==> src/rtl/dma_pkg.sv <==
package dma_pkg;
  localparam int DATA_W = 16;

  typedef enum logic [2:0] {
    REG_CTRL = 3'd0,
    REG_SEL  = 3'd1,
    REG_STA  = 3'd2,
    REG_STB  = 3'd3,
    REG_PAD  = 3'd4,
    REG_CNT  = 3'd5,
    REG_TRIG = 3'd6
  } cfg_reg_e;

  // bit 7 down to bit 0
  typedef struct packed {
    logic paddr;
    logic pingpong;
    logic rpt;
    logic incr;
    logic half_en;
    logic to_periph;
    logic word;
    logic en;
  } ctrl_t;

  typedef enum logic [1:0] {
    ST_IDLE = 2'd0,
    ST_RD   = 2'd1,
    ST_WR   = 2'd2
  } xfer_st_e;
endpackage

==> src/rtl/dma_chan.sv <==
module dma_chan
  import dma_pkg::*;
#(
  parameter int ADDR_W  = 16,
  parameter int CNT_W   = 8,
  parameter int NUM_SRC = 16
) (
  input  logic              clk_i,
  input  logic              rst_ni,
  input  logic              cfg_we_i,
  input  logic [2:0]        cfg_reg_i,
  input  logic [ADDR_W-1:0] cfg_data_i,
  input  logic [NUM_SRC-1:0] irq_vec_i,
  input  logic [ADDR_W-1:0] peri_addr_i,
  input  logic              grant_i,
  input  logic              item_done_i,
  output logic              pend_o,
  output logic [ADDR_W-1:0] src_addr_o,
  output logic [ADDR_W-1:0] dst_addr_o,
  output logic              word_o,
  output logic              half_o,
  output logic              done_o
);
  localparam int SEL_W = (NUM_SRC > 1) ? $clog2(NUM_SRC) : 1;

  ctrl_t             ctrl_q;
  logic [7:0]        sel_q;
  logic [ADDR_W-1:0] sta_q, stb_q, pad_q, ptr_q;
  logic [CNT_W-1:0]  cnt_q;
  logic [CNT_W:0]    rem_q;
  logic              bsel_q, pend_q, half_q, done_q;

  logic [CNT_W:0]    len, rem_nx;
  logic [ADDR_W-1:0] ram_addr, step;
  logic              src_hit, trig, nsel;

  assign len      = {1'b0, cnt_q} + (CNT_W+1)'(1);
  assign rem_nx   = rem_q - (CNT_W+1)'(1);
  assign src_hit  = (int'(sel_q) < NUM_SRC) && irq_vec_i[sel_q[SEL_W-1:0]];
  assign trig     = cfg_we_i && (cfg_reg_i == REG_TRIG);
  assign ram_addr = ctrl_q.paddr ? peri_addr_i : ptr_q;
  assign step     = ctrl_q.word ? ADDR_W'(2) : ADDR_W'(1);
  assign nsel     = bsel_q ^ ctrl_q.pingpong;

  assign src_addr_o = ctrl_q.to_periph ? ram_addr : pad_q;
  assign dst_addr_o = ctrl_q.to_periph ? pad_q : ram_addr;
  assign word_o     = ctrl_q.word;
  assign pend_o     = pend_q & ctrl_q.en;
  assign half_o     = half_q;
  assign done_o     = done_q;

  always_ff @(posedge clk_i or negedge rst_ni) begin
    if (!rst_ni) begin
      ctrl_q <= '0;
      sel_q  <= '0;
      sta_q  <= '0;
      stb_q  <= '0;
      pad_q  <= '0;
      ptr_q  <= '0;
      cnt_q  <= '0;
      rem_q  <= '0;
      bsel_q <= 1'b0;
      pend_q <= 1'b0;
      half_q <= 1'b0;
      done_q <= 1'b0;
    end else begin
      half_q <= 1'b0;
      done_q <= 1'b0;
      // merge: a request while pending or being granted adds nothing
      if (!ctrl_q.en)             pend_q <= 1'b0;
      else if (grant_i)           pend_q <= 1'b0;
      else if (src_hit || trig)   pend_q <= 1'b1;

      if (cfg_we_i) begin
        case (cfg_reg_i)
          REG_CTRL: begin
            ctrl_q <= ctrl_t'(cfg_data_i[7:0]);
            rem_q  <= len;
            bsel_q <= 1'b0;
            ptr_q  <= sta_q;
          end
          REG_SEL: sel_q <= cfg_data_i[7:0];
          REG_STA: sta_q <= cfg_data_i;
          REG_STB: stb_q <= cfg_data_i;
          REG_PAD: pad_q <= cfg_data_i;
          REG_CNT: cnt_q <= cfg_data_i[CNT_W-1:0];
          default: ;
        endcase
      end else if (item_done_i) begin
        rem_q <= rem_nx;
        if (ctrl_q.incr) ptr_q <= ptr_q + step;
        if (ctrl_q.half_en && (rem_nx == (len >> 1))) half_q <= 1'b1;
        if (rem_nx == '0) begin
          done_q <= 1'b1;
          if (ctrl_q.rpt) begin
            rem_q  <= len;
            bsel_q <= nsel;
            ptr_q  <= nsel ? stb_q : sta_q;
          end else begin
            ctrl_q.en <= 1'b0;
          end
        end
      end
    end
  end
endmodule

==> src/rtl/dma_arb.sv <==
module dma_arb #(
  parameter int NUM_CH = 4
) (
  input  logic              en_i,
  input  logic [NUM_CH-1:0] req_i,
  output logic [NUM_CH-1:0] gnt_o
);
  for (genvar i = 0; i < NUM_CH; i++) begin : g_pri
    if (i == 0) begin : g_top
      assign gnt_o[i] = en_i & req_i[i];
    end else begin : g_low
      assign gnt_o[i] = en_i & req_i[i] & ~(|req_i[i-1:0]);
    end
  end
endmodule

==> src/rtl/dma_xfer.sv <==
module dma_xfer
  import dma_pkg::*;
#(
  parameter int ADDR_W = 16,
  parameter int CH_W   = 2
) (
  input  logic              clk_i,
  input  logic              rst_ni,
  input  logic              gnt_any_i,
  input  logic [CH_W-1:0]   gnt_ch_i,
  input  logic [ADDR_W-1:0] src_i,
  input  logic [ADDR_W-1:0] dst_i,
  input  logic              word_i,
  input  logic [DATA_W-1:0] bus_rdata_i,
  output logic              bus_req_o,
  output logic              bus_we_o,
  output logic              bus_word_o,
  output logic [ADDR_W-1:0] bus_addr_o,
  output logic [DATA_W-1:0] bus_wdata_o,
  output logic              idle_o,
  output logic              item_done_o,
  output logic [CH_W-1:0]   cur_ch_o
);
  xfer_st_e          st_q;
  logic [CH_W-1:0]   ch_q;
  logic [ADDR_W-1:0] src_q, dst_q;
  logic              word_q;
  logic [DATA_W-1:0] data_q;

  always_ff @(posedge clk_i or negedge rst_ni) begin
    if (!rst_ni) begin
      st_q   <= ST_IDLE;
      ch_q   <= '0;
      src_q  <= '0;
      dst_q  <= '0;
      word_q <= 1'b0;
      data_q <= '0;
    end else begin
      case (st_q)
        ST_IDLE: if (gnt_any_i) begin
          st_q   <= ST_RD;
          ch_q   <= gnt_ch_i;
          src_q  <= src_i;
          dst_q  <= dst_i;
          word_q <= word_i;
        end
        ST_RD: begin
          st_q   <= ST_WR;
          data_q <= word_q ? bus_rdata_i : {8'h00, bus_rdata_i[7:0]};
        end
        default: st_q <= ST_IDLE;
      endcase
    end
  end

  assign idle_o      = (st_q == ST_IDLE);
  assign item_done_o = (st_q == ST_WR);
  assign cur_ch_o    = ch_q;
  assign bus_req_o   = (st_q != ST_IDLE);
  assign bus_we_o    = (st_q == ST_WR);
  assign bus_word_o  = bus_req_o & word_q;
  assign bus_addr_o  = (st_q == ST_RD) ? src_q : (st_q == ST_WR) ? dst_q : '0;
  assign bus_wdata_o = (st_q == ST_WR) ? data_q : '0;
endmodule

==> src/rtl/dma_engine.sv <==
module dma_engine
  import dma_pkg::*;
#(
  parameter int NUM_CH  = 4,
  parameter int NUM_SRC = 16,
  parameter int ADDR_W  = 16,
  parameter int CNT_W   = 8,
  localparam int CH_W   = (NUM_CH > 1) ? $clog2(NUM_CH) : 1
) (
  input  logic               clk_i,
  input  logic               rst_ni,
  input  logic               cfg_we_i,
  input  logic [CH_W-1:0]    cfg_ch_i,
  input  logic [2:0]         cfg_reg_i,
  input  logic [ADDR_W-1:0]  cfg_data_i,
  input  logic [NUM_SRC-1:0] irq_vec_i,
  input  logic [ADDR_W-1:0]  peri_addr_i,
  output logic               bus_req_o,
  output logic               bus_we_o,
  output logic               bus_word_o,
  output logic [ADDR_W-1:0]  bus_addr_o,
  output logic [15:0]        bus_wdata_o,
  input  logic [15:0]        bus_rdata_i,
  output logic [NUM_CH-1:0]  half_irq_o,
  output logic [NUM_CH-1:0]  done_irq_o
);
  logic [NUM_CH-1:0] chan_pend, chan_gnt, chan_done, chan_word;
  logic [ADDR_W-1:0] chan_src [NUM_CH];
  logic [ADDR_W-1:0] chan_dst [NUM_CH];
  logic [CH_W-1:0]   gnt_idx, cur_ch;
  logic              xfer_idle, item_done;

  for (genvar i = 0; i < NUM_CH; i++) begin : g_ch
    dma_chan #(
      .ADDR_W (ADDR_W),
      .CNT_W  (CNT_W),
      .NUM_SRC(NUM_SRC)
    ) i_chan (
      .clk_i      (clk_i),
      .rst_ni     (rst_ni),
      .cfg_we_i   (cfg_we_i && (cfg_ch_i == CH_W'(i))),
      .cfg_reg_i  (cfg_reg_i),
      .cfg_data_i (cfg_data_i),
      .irq_vec_i  (irq_vec_i),
      .peri_addr_i(peri_addr_i),
      .grant_i    (chan_gnt[i]),
      .item_done_i(chan_done[i]),
      .pend_o     (chan_pend[i]),
      .src_addr_o (chan_src[i]),
      .dst_addr_o (chan_dst[i]),
      .word_o     (chan_word[i]),
      .half_o     (half_irq_o[i]),
      .done_o     (done_irq_o[i])
    );
    assign chan_done[i] = item_done && (cur_ch == CH_W'(i));
  end

  dma_arb #(.NUM_CH(NUM_CH)) i_arb (
    .en_i (xfer_idle),
    .req_i(chan_pend),
    .gnt_o(chan_gnt)
  );

  always_comb begin
    gnt_idx = '0;
    for (int i = 0; i < NUM_CH; i++) begin
      if (chan_gnt[i]) gnt_idx = CH_W'(i);
    end
  end

  dma_xfer #(.ADDR_W(ADDR_W), .CH_W(CH_W)) i_xfer (
    .clk_i      (clk_i),
    .rst_ni     (rst_ni),
    .gnt_any_i  (|chan_gnt),
    .gnt_ch_i   (gnt_idx),
    .src_i      (chan_src[gnt_idx]),
    .dst_i      (chan_dst[gnt_idx]),
    .word_i     (chan_word[gnt_idx]),
    .bus_rdata_i(bus_rdata_i),
    .bus_req_o  (bus_req_o),
    .bus_we_o   (bus_we_o),
    .bus_word_o (bus_word_o),
    .bus_addr_o (bus_addr_o),
    .bus_wdata_o(bus_wdata_o),
    .idle_o     (xfer_idle),
    .item_done_o(item_done),
    .cur_ch_o   (cur_ch)
  );
endmodule

==> config.mk <==
export PLATFORM = sky130hd
export DESIGN_NAME = dma_engine
export DESIGN_NICKNAME = d
export VERILOG_FILES = /design/src/rtl/dma_pkg.sv /design/src/rtl/dma_chan.sv /design/src/rtl/dma_arb.sv /design/src/rtl/dma_xfer.sv /design/src/rtl/dma_engine.sv
export SDC_FILE = /design/constraint.sdc
export NUM_CORES = 1
export LEC_CHECK = 0
export ABC_AREA = 1
export BUFFER_PORTS_ARGS = -buffer_cell sky130_fd_sc_hd__buf_2
export CAP_MARGIN = 30
export CORE_MARGIN = 4
export CORE_UTILIZATION = 40
export DETAILED_ROUTE_END_ITERATION = 16
export PLACE_DENSITY = 0.55
export SYNTH_ARGS = -nofsm -noshare
export SYNTH_HDL_FRONTEND = slang
export SYNTH_SLANG_ARGS = --single-unit
==> constraint.sdc <==
create_clock -name clk_i -period 2.6 [get_ports clk_i]
set_input_delay 0.65 -clock clk_i [delete_from_list [all_inputs] [get_ports clk_i]]
set_output_delay 0.65 -clock clk_i [all_outputs]
set_load 0.05 [all_outputs]
Word level (Yosys, flattened, before mapping)
Cells that the tools add are included.

cells by class
  add/subtract/negate cells = 12
  multiplexer cells = 162
  bitwise logic cells = 20
  eq/ne operators = 31
  order comparisons = 10
  reduce and logical (&&, ||, !) cells = 85

operator list
  operator               number
  $mux W16               48
  $mux W9                20
  $mux W1                79
  $add A16 B16 Y16       4
  $bmux W16 S2           2
  $reduce_and A2 Y1      29
  $add A8 B1 Y9 const B  4
  $eq A9 B8 Y1           4
  $logic_not A9 Y1       4
  $sub A9 B1 Y9 const B  4
  $lt A8 B5 Y1 const B   4
  $reduce_and A4 Y1      8
  $reduce_bool A2 Y1     13
  $logic_and A1 B1 Y1    20
  $lt A4 B5 Y1 const B   4
  $bmux W1 S4            4
  $mux W2                7
  $and A1 B1 Y1          12
  $ne A3 B2 Y1 const B   4
  $eq A2 B2 Y1 const B   5
  $ne A2 B1 Y1 const B   5
  $eq A3 B3 Y1 const B   3
  $ne A2 B2 Y1 const B   4
  $eq A2 B1 Y1 const B   3
  other kinds (15)       26

storage, ports and cells
  word-level logic and storage cells = 402
  bits of input ports = 72
  output and inout bits = 43
  register bits after elaboration = 457

Depth between registers and ports, before layout
Gate-level depths: netlist of run 1.

  word-level depth = 10
  mapped depth = 17
  mapped depth without buffers = 17

Modules after synthesis
From an unflattened synthesis of run 1, not the netlist that was laid out.

unflattened totals
  cells, all modules = 4218
  area total of the unflattened synthesis = 28496.1 um2

by module, submodules not included
  module                      cells each  seq. area each (um2)  area an instance (um2)  times used
  dma_chan at g_ch[1].i_chan  888         2527.4                6108.4                  1
  dma_chan at g_ch[0].i_chan  884         2527.4                6105.9                  1
  dma_chan at g_ch[2].i_chan  859         2527.4                6059.6                  1
  dma_chan at g_ch[3].i_chan  853         2527.4                6039.5                  1
  dma_xfer                    316         1326.3                2459.9                  1
  dma_engine                  408         0.0                   1685.4                  1
  dma_arb                     10          0.0                   37.5                    1

Worst setup path before layout of run 1
OpenSTA, ideal clock, no wires.

  path kind = reg-to-output
  from = reg i_xfer.st_q[1]
  to = out bus_addr_o[5]
  stages on the path, launching flop included = 6
  path slack = 0.004 ns
  buffers on the path = 2
  data arrival time = 1.946 ns
  data required time = 1.950 ns
  cell sequence = dfrtp_1 nor2_1 clkbuf_1 buf_1 inv_1 o22ai_1

on the way
  longest elaborated chain between the ends = 3
  elaborated cells on any way between the ends = 4
  classes of those cells = eq/ne: 2; mux: 2

ends and longest elaborated chain
  item                      line              RTL
  start: declaration        dma_xfer.sv:24    xfer_st_e st_q;
  start signal: assignment  dma_xfer.sv:32    st_q <= ST_IDLE;
  start signal: assignment  dma_xfer.sv:41    st_q <= ST_RD;
  start signal: assignment  dma_xfer.sv:48    st_q <= ST_WR;
  $eq A2 B2 Y1              dma_xfer.sv:62    assign bus_addr_o = (st_q == ST_RD) ? src_q : (st_q == ST_WR) ? dst_q : '0;
  $mux W16                  dma_xfer.sv:62
  $mux W16 (*)              dma_xfer.sv:62
  end: declaration          dma_engine.sv:21  output logic [ADDR_W-1:0] bus_addr_o,

Every way passes the cells marked *; elsewhere a longest branch is shown, timed or not.

Worst setup path after layout of run 1
  from = reg i_xfer.st_q[0]
  to = out bus_addr_o[9]

Same word-level chain as after synthesis.

==> results of run 1 <==
logic make-up (layout without fill, tap and decap cells):
group | Yosys count | count (layout) | synth area share (%)
fa+ha+maj | 24 | 24 | 1.19
mux | 29 | 29 | 1.17
other cells | 0 | 1 | 0
xor+xnor | 55 | 55 | 1.78
compound gates | 735 | 735 | 14.6
simple gates | 2110 | 2110 | 31.8
flops | 457 | 457 | 41.1
buf+inv | 588 | 719 | 8.46
cell type report:
type	count	area (µm²)	share of cell area [%]
Clock buffer	78	1530	4.81
Clock inverter	17	143	0.448
Antenna cell	1	2.50	0.00787
Multi-Input combinational cell	2953	14100	44.4
Tap cell	931	1160	3.66
Sequential cell	457	11400	35.9
Timing Repair Buffer	255	2010	6.33
Inverter	369	1390	4.37
synth_stat cells, types with 5 or more instances:
library cell  instances
nand2_1            1438
o21ai_0             511
dfrtp_1             457
inv_1               348
nand3_1             316
nor2_1              208
clkbuf_1            155
o211ai_1             98
a21oi_1              58
xor2_1               40
nand4_1              38
buf_2                35
mux2_2               29
nor3_1               24
a31oi_1              23
ha_1                 20
inv_2                17
nand3b_1             17
nor2_2               15
a22o_1               13
buf_4                13
xnor2_1              13
nand2_2              12
o21ai_1              11
a211oi_1             10
buf_1                 9
nand3_2               9
buf_6                 7
or2_2                 7
nor2_4                5
nor4_1                5
o22ai_1               5
worst max-delay path by stage:
stage | to | slack [ns] | depth (start not counted)
2_1_floorplan | bus_addr_o[5] | 0.004 | 5
3_3_place_gp | g_ch[1].i_chan.ptr_q[10] | 0.18 | 14
3_5_place_dp | g_ch[1].i_chan.ptr_q[10] | 0.13 | 14
4_1_cts | bus_addr_o[13] | -0.02 | 6
5_1_grt | bus_addr_o[9] | -0.02 | 6
6_report | bus_addr_o[9] | 0.03 | 6
metal layers:
| layer | track usage [%] | share of wire [%] | wire length [µm] | up-vias |
|---|---|---|---|---|
| met5 | 0 | 0.026 | 25 | - |
| met4 | 8.06 | 3.3 | 3210 | 4 |
| met3 | 3.35 | 6.6 | 6410 | 165 |
| met2 | 39.6 | 43 | 41800 | 850 |
| met1 | 38.6 | 47 | 45500 | 12555 |
| li1 | - | - | - | 13121 |
state kept, by name, summed over array words and instances (netlist names):
register,count
g_ch.i_chan.ctrl_q,28
g_ch.i_chan.stb_q,64
g_ch.i_chan.cnt_q,32
g_ch.i_chan.done_o,4
g_ch.i_chan.rem_q,36
i_xfer.data_q,16
i_xfer.dst_q,16
g_ch.i_chan.sel_q,32
i_xfer.word_q,1
g_ch.i_chan.pend_q,4
g_ch.i_chan.half_o,4
g_ch.i_chan.pad_q,64
g_ch.i_chan.sta_q,64
i_xfer.src_q,16
g_ch.i_chan.word_o,4
g_ch.i_chan.ptr_q,64
i_xfer.cur_ch_o,2
i_xfer.st_q,2
g_ch.i_chan.bsel_q,4
power by group:
part | switching [W] | internal (W)
clock | 0.00311 | 0.00425
combinational | 0.00629 | 0.00346
sequential | 0.00148 | 0.00882
total | 0.0109 | 0.0165
placed cells by master (no fill, tap or decap), types with 13 or more instances in the layout:
cell,n
ha_1,20
nor2_1,199
a21oi_1,58
inv_1,346
dfrtp_1,457
clkinv_2,13
xor2_1,40
clkbuf_1,14
a31oi_1,23
nand4_1,38
nand2_1,1437
buf_2,96
o211ai_1,98
o21ai_0,510
nor2_2,22
buf_4,122
mux2_2,29
inv_2,18
nand3b_1,17
clkbuf_16,53
buf_12,23
nor3_1,24
nand3_1,316
through the flow:
step                total power, W  TNS [ns]
global route                0.0295    -0.102
CTS                         0.0274   -0.0412
global placement            0.0199         0
floorplan                   0.0170         0
finish                      0.0274         0
detailed placement          0.0199         0
critical path: stages (launching register included):
cell     delay (ns)
dfrtp_1        0.38
inv_1          0.12
nand2_4        0.11
inv_1          0.12
buf_12         0.19
a22o_1         0.21
buf_6          0.18
what timing repair did:
item	CTS	global route
hold buffers	1	0
gates cloned	0	0
endpoints found under the setup margin	33	47
pin swaps	0	1
endpoints found under the hold margin	8	0
resized for setup	27	25
==> flow_summary.yaml, run 1 <==
run_status:
  status: "complete, no violations"
placed_design:
  post-place-ws_ns: 0.132
  placed_area_mm2: 0.0299
  place_congestion: 0.901
  port_buffers: 114
  dp_hpwl_mm: 68.5
  placed_cells: 4964
yosys:
  yosysUniqueCellTypes: 49
  synth_edf_count: 0
  synth.top_cell.area_share_pct: 41.1
  syn_nets: 4094
  avgSynthCellArea_um2: 6.96
  ys_seq_area_share_pct: 41.1
  synthArstFlopShare_pct: 100
  synth_largest_area_cell: "dfrtp_1"
  synth_seq_cells: 457
  yosys-top-cells-area: "dfrtp_1, nand2_1, o21ai_0, nand3_1, inv_1"
  synthCells: 3998
  yosysWarningCount: 0
  syn_area_mm2: 0.0278
  synth_flop_cell: "dfrtp_1"
setup_path:
  rrSetupSlack_ns: 0.20
  end_kind: "output pin"
  reg2reg_to: "g_ch[2].i_chan.ptr_q[14]"
  critical_path_required_ns: 1.95
  r2r_cells: 14
  worst-path-max-fanout: 15
  startpoint: "i_xfer.st_q[0]"
  critPathLaunchType: "flip-flop"
  path_class: "reg2out"
  arrival_ns: 1.92
  r2r-start: "g_ch[2].i_chan.word_o"
sta:
  report.final.hold_viol_count: 0
  fin_skew_ns: 0.0241
  setup_viol: 0
  rsz0062_at_grt: "yes"
  whs_ns: 0.274
  post-route-period-util_pct: 98.9
  relSlewSlack_pct: 47.9
  tightest_slew_ns: 0.780
  fin_crit_ns: 2.57
  fmax_ghz: 0.389
  finalMaxSlewViolations: 0
  final.setup.worst_slack_ns: 0.0294
grt:
  grt_antenna_before_repair: 8
  grt_pass1_wl_mm: 151
  grt_max_degree: 89
  grt_pass1_vias: 25014
  grt_usage_pct: 26.0
  overflow: 0
cts:
  cts_buffers: 53
  clock-sinks: 457
  clkSlewWorstSetupHoldPaths_ns: 0.06
  cts_tree: "done"
  worstSkewPairLatency_ns: 0.61
  htreeDepth: 2
  clock-root-buffer: "clkbuf_16"
  clockBufferDepth: 3
  cts_setup_buffers: 0
routing:
  wl_per_cell_um: 19.1
  wirelength_mm: 96.9
  dr.pass1.iters: 6
  via_per_inst: 5.27
  detail-route-antenna-nets: 0
  dr_total_vias: 26695
  route.detailed.drc: 0
  drt_iter0_drc: 2611
power_and_ir_drop:
  p_per_area_mw_per_mm2: 861
  ir_worst_vdd_mv: 0.531
  p_leak_nw: 15.4
die:
  die_x_um: 272
  start_util_pct: 40.4
  die_area_mm2: 0.0739
  core_area_mm2: 0.0688
  io-pin-count: 115
  rows: 96
  die_h_um: 272
min_path:
  hold_end: "i_xfer.data_q[4]"
  hold_path_class: "in2reg"
  min_from: "bus_rdata_i[4]"
  whs_path_depth: 3
cells_and_area:
  finalNonFillerCells: 5061
  nets: 4185
  finish.utilization_pct: 46.2
  fillers: 7119
  drive_above_1_share_pct: 11.2
  area_growth_pct: 14.3
  fin_area_mm2: 0.0318
flow_run:
  drv_cap: 0
No activity file was read; power rests on OpenSTA's default activity.
==> inputs of run 2 (changes only) <==
- ABC_AREA: 1 -> 0
==> flow_summary.yaml, run 2 <==
cells_and_area:
  drive_above_1_share_pct: 29.7
  fillers: 5879
  final_cell_mix: "dfrtp_1, mux2_2, nor2_1, nand2_1, mux2i_1"
  final_common_cell: "dfrtp_1"
  seq_area_mm2: 0.0114
  finish.utilization_pct: 48.4
  area_growth_pct: 19.1
  multiInputGateArea_mm2: 0.0143
  nets: 2867
grt:
  grt_pass1_vias: 21204
  overflow: 0
  grt_pass1_wl_mm: 129
  grt_antenna_before_repair: 6
  grt_usage_pct: 23.3
  grt_max_degree: 61
routing:
  detail-route-antenna-nets: 0
  wirelength_mm: 84.6
  wl_per_cell_um: 23.0
  route.detailed.drc: 0
  dr_total_vias: 21136
  dr.pass1.iters: 5
  via_per_inst: 5.75
  drt_iter0_drc: 1388
sta:
  whs_ns: 0.227
  post-route-period-util_pct: 100
  tightest_slew_ns: 0.886
  fin_skew_ns: 0.0295
  rsz0062_at_grt: "yes"
  finalMaxSlewViolations: 0
  fin_crit_ns: 2.61
  report.final.hold_viol_count: 0
  final.setup.worst_slack_ns: -0.00621
  relSlewSlack_pct: 40.9
  fmax_ghz: 0.384
  setup_viol: 1
die:
  start_util_pct: 40.7
  rows: 93
  die_area_mm2: 0.0702
  die_x_um: 265
  core_area_mm2: 0.0649
  die_h_um: 265
  io-pin-count: 115
setup_path:
  max_stage_delay_ns: 0.52
  critPathSlowestCell: "or4_4"
  critPathLaunchType: "flip-flop"
  critical_path_required_ns: 3.11
  end_kind: "flip-flop"
  worst-path-max-fanout: 10
  path_class: "reg2reg"
  arrival_ns: 3.12
  crit_chain: "buf_6 > or4_4 > o32a_1 > o32a_1 > buf_6 > nor3_4 > buf_12 > and3_1 > mux2i_1"
cts:
  clock-root-buffer: "clkbuf_16"
  cts_buffers: 53
  htreeDepth: 2
  clockBufferDepth: 3
  clkSlewWorstSetupHoldPaths_ns: 0.06
  clock-sinks: 457
  cts_tree: "done"
  worstSkewPairLatency_ns: 0.62
yosys:
  avgSynthCellArea_um2: 10.1
  synth_seq_cells: 457
  synth.top_cell.area_share_pct: 43.3
  ys_seq_area_share_pct: 43.3
  synth_flop_cell: "dfrtp_1"
  yosysWarningCount: 0
  synthArstFlopShare_pct: 100
  synth_common_cells: "dfrtp_1, mux2_2, nor2_1"
  synth_largest_area_cell: "dfrtp_1"
  syn_nets: 2705
  yosysMostFrequentCell: "dfrtp_1"
  syn_area_mm2: 0.0264
  yosysUniqueCellTypes: 85
  synth_edf_count: 0
  synthCells: 2609
  yosys-top-cells-area: "dfrtp_1, mux2_2, mux2i_1, nor2_1, nand2_1"
placed_design:
  dp_hpwl_mm: 57.4
  place_congestion: 0.846
  port_buffers: 114
min_path:
  hold_path_class: "in2reg"
run_status:
  status: "finished with violations"
  failed_checks: "setup timing"
flow_run:
  drv_cap: 0
power_and_ir_drop:
  p_per_area_mw_per_mm2: 962
  p_leak_nw: 13.8
  ir_worst_vdd_mv: 0.609
run 2: cell count changes in the layout (fill, tap and decap cells not counted), sizes merged, moves of 95 or more:
cell,change
o211ai,-95
mux2i,+168
mux2,+321
inv,-321
nand2,-1217
nand3,-233
o21ai,-389
run 2: stage by stage:
stage | total power, W | instances | worst slack [ns] | TNS (ns) | area, µm²
6_report | 0.0302 | 3673 | -0.00621 | -0.00621 | 31500
3_5_place_dp | 0.0216 | 3551 | -0.209 | -1.25 | 28900
2_1_floorplan | 0.0180 | 2609 | 0.0109 | 0 | 26400
5_1_grt | 0.0320 | 3670 | -0.109 | -0.928 | 31400
3_3_place_gp | 0.0212 | 3551 | -0.0910 | -0.508 | 28900
4_1_cts | 0.0300 | 3657 | -0.0148 | -0.0591 | 31100
run 2: power by group:
group | internal, W | leakage, nW | switching (W)
Combinational | 0.00518 | 7.14 | 0.00590
Sequential | 0.00903 | 5.77 | 0.00221
Clock | 0.00483 | 0.929 | 0.00310
run 2: worst paths after layout:
path	start	endpoint	slack, ns	depth (start not counted)
max in group asynchronous	rst_ni	i_xfer.data_q[6]	1.16	3
hold reg to reg	i_xfer.data_q[10]	i_xfer.data_q[10]	0.46	2
setup reg to reg	g_ch[0].i_chan.rem_q[0]	g_ch[0].i_chan.bsel_q	-0.006	9
setup / recovery	g_ch[0].i_chan.rem_q[0]	g_ch[0].i_chan.bsel_q	-0.006	9
min in group asynchronous	rst_ni	g_ch[1].i_chan.sta_q[6]	0.62	2
hold / removal	bus_rdata_i[1]	i_xfer.data_q[1]	0.23	3
run 2: timing repair:
item,CTS,global route
gates cloned,2,3
pin swaps,3,15
setup buffers,6,10
resized for setup,49,79
setup endpoints to repair,42,85
endpoints found under the hold margin,2,0
hold buffers,1,0
run 2: per-layer routing:
metal  up-vias  track usage (%)  wire length (µm)
met4         4             6.71              2480
met2       590             39.6             41100
met1     10734             31.5             36400
met3       139             3.08              4600
li1       9669                -                 -
met5         -                0                21
run 2: logic make-up after synthesis:
group                      count (synthesis)  share of synthesized area [%]
AOI/OAI and AO/OA                        402                           9.75
xor gates and xnor gates                 136                           4.51
adders and majority gates                 24                           1.25
buffers and inverters                    232                           3.62
DFF                                      457                           43.3
muxes                                    537                           22.9
and+or+nand+nor                          821                           14.7
run 2: critical path: cells and delay by family (launching register included):
family | cells | cell delay (ns)
AOI/OAI and AO/OA | 2 | 0.55
buffers and inverters | 3 | 0.46
DFF | 1 | 0.40
muxes | 1 | 0.18
and+or+nand+nor | 3 | 0.92
run 2: cell type report:
class                           instances  share of cell area (%)
Antenna cell                            4                  0.0318
Clock buffer                           82                    5.24
Clock inverter                         16                   0.688
Inverter                               45                   0.561
Multi-Input combinational cell       1920                    45.6
Sequential cell                       457                    36.4
Tap cell                              855                    3.40
Timing Repair Buffer                  294                    8.10
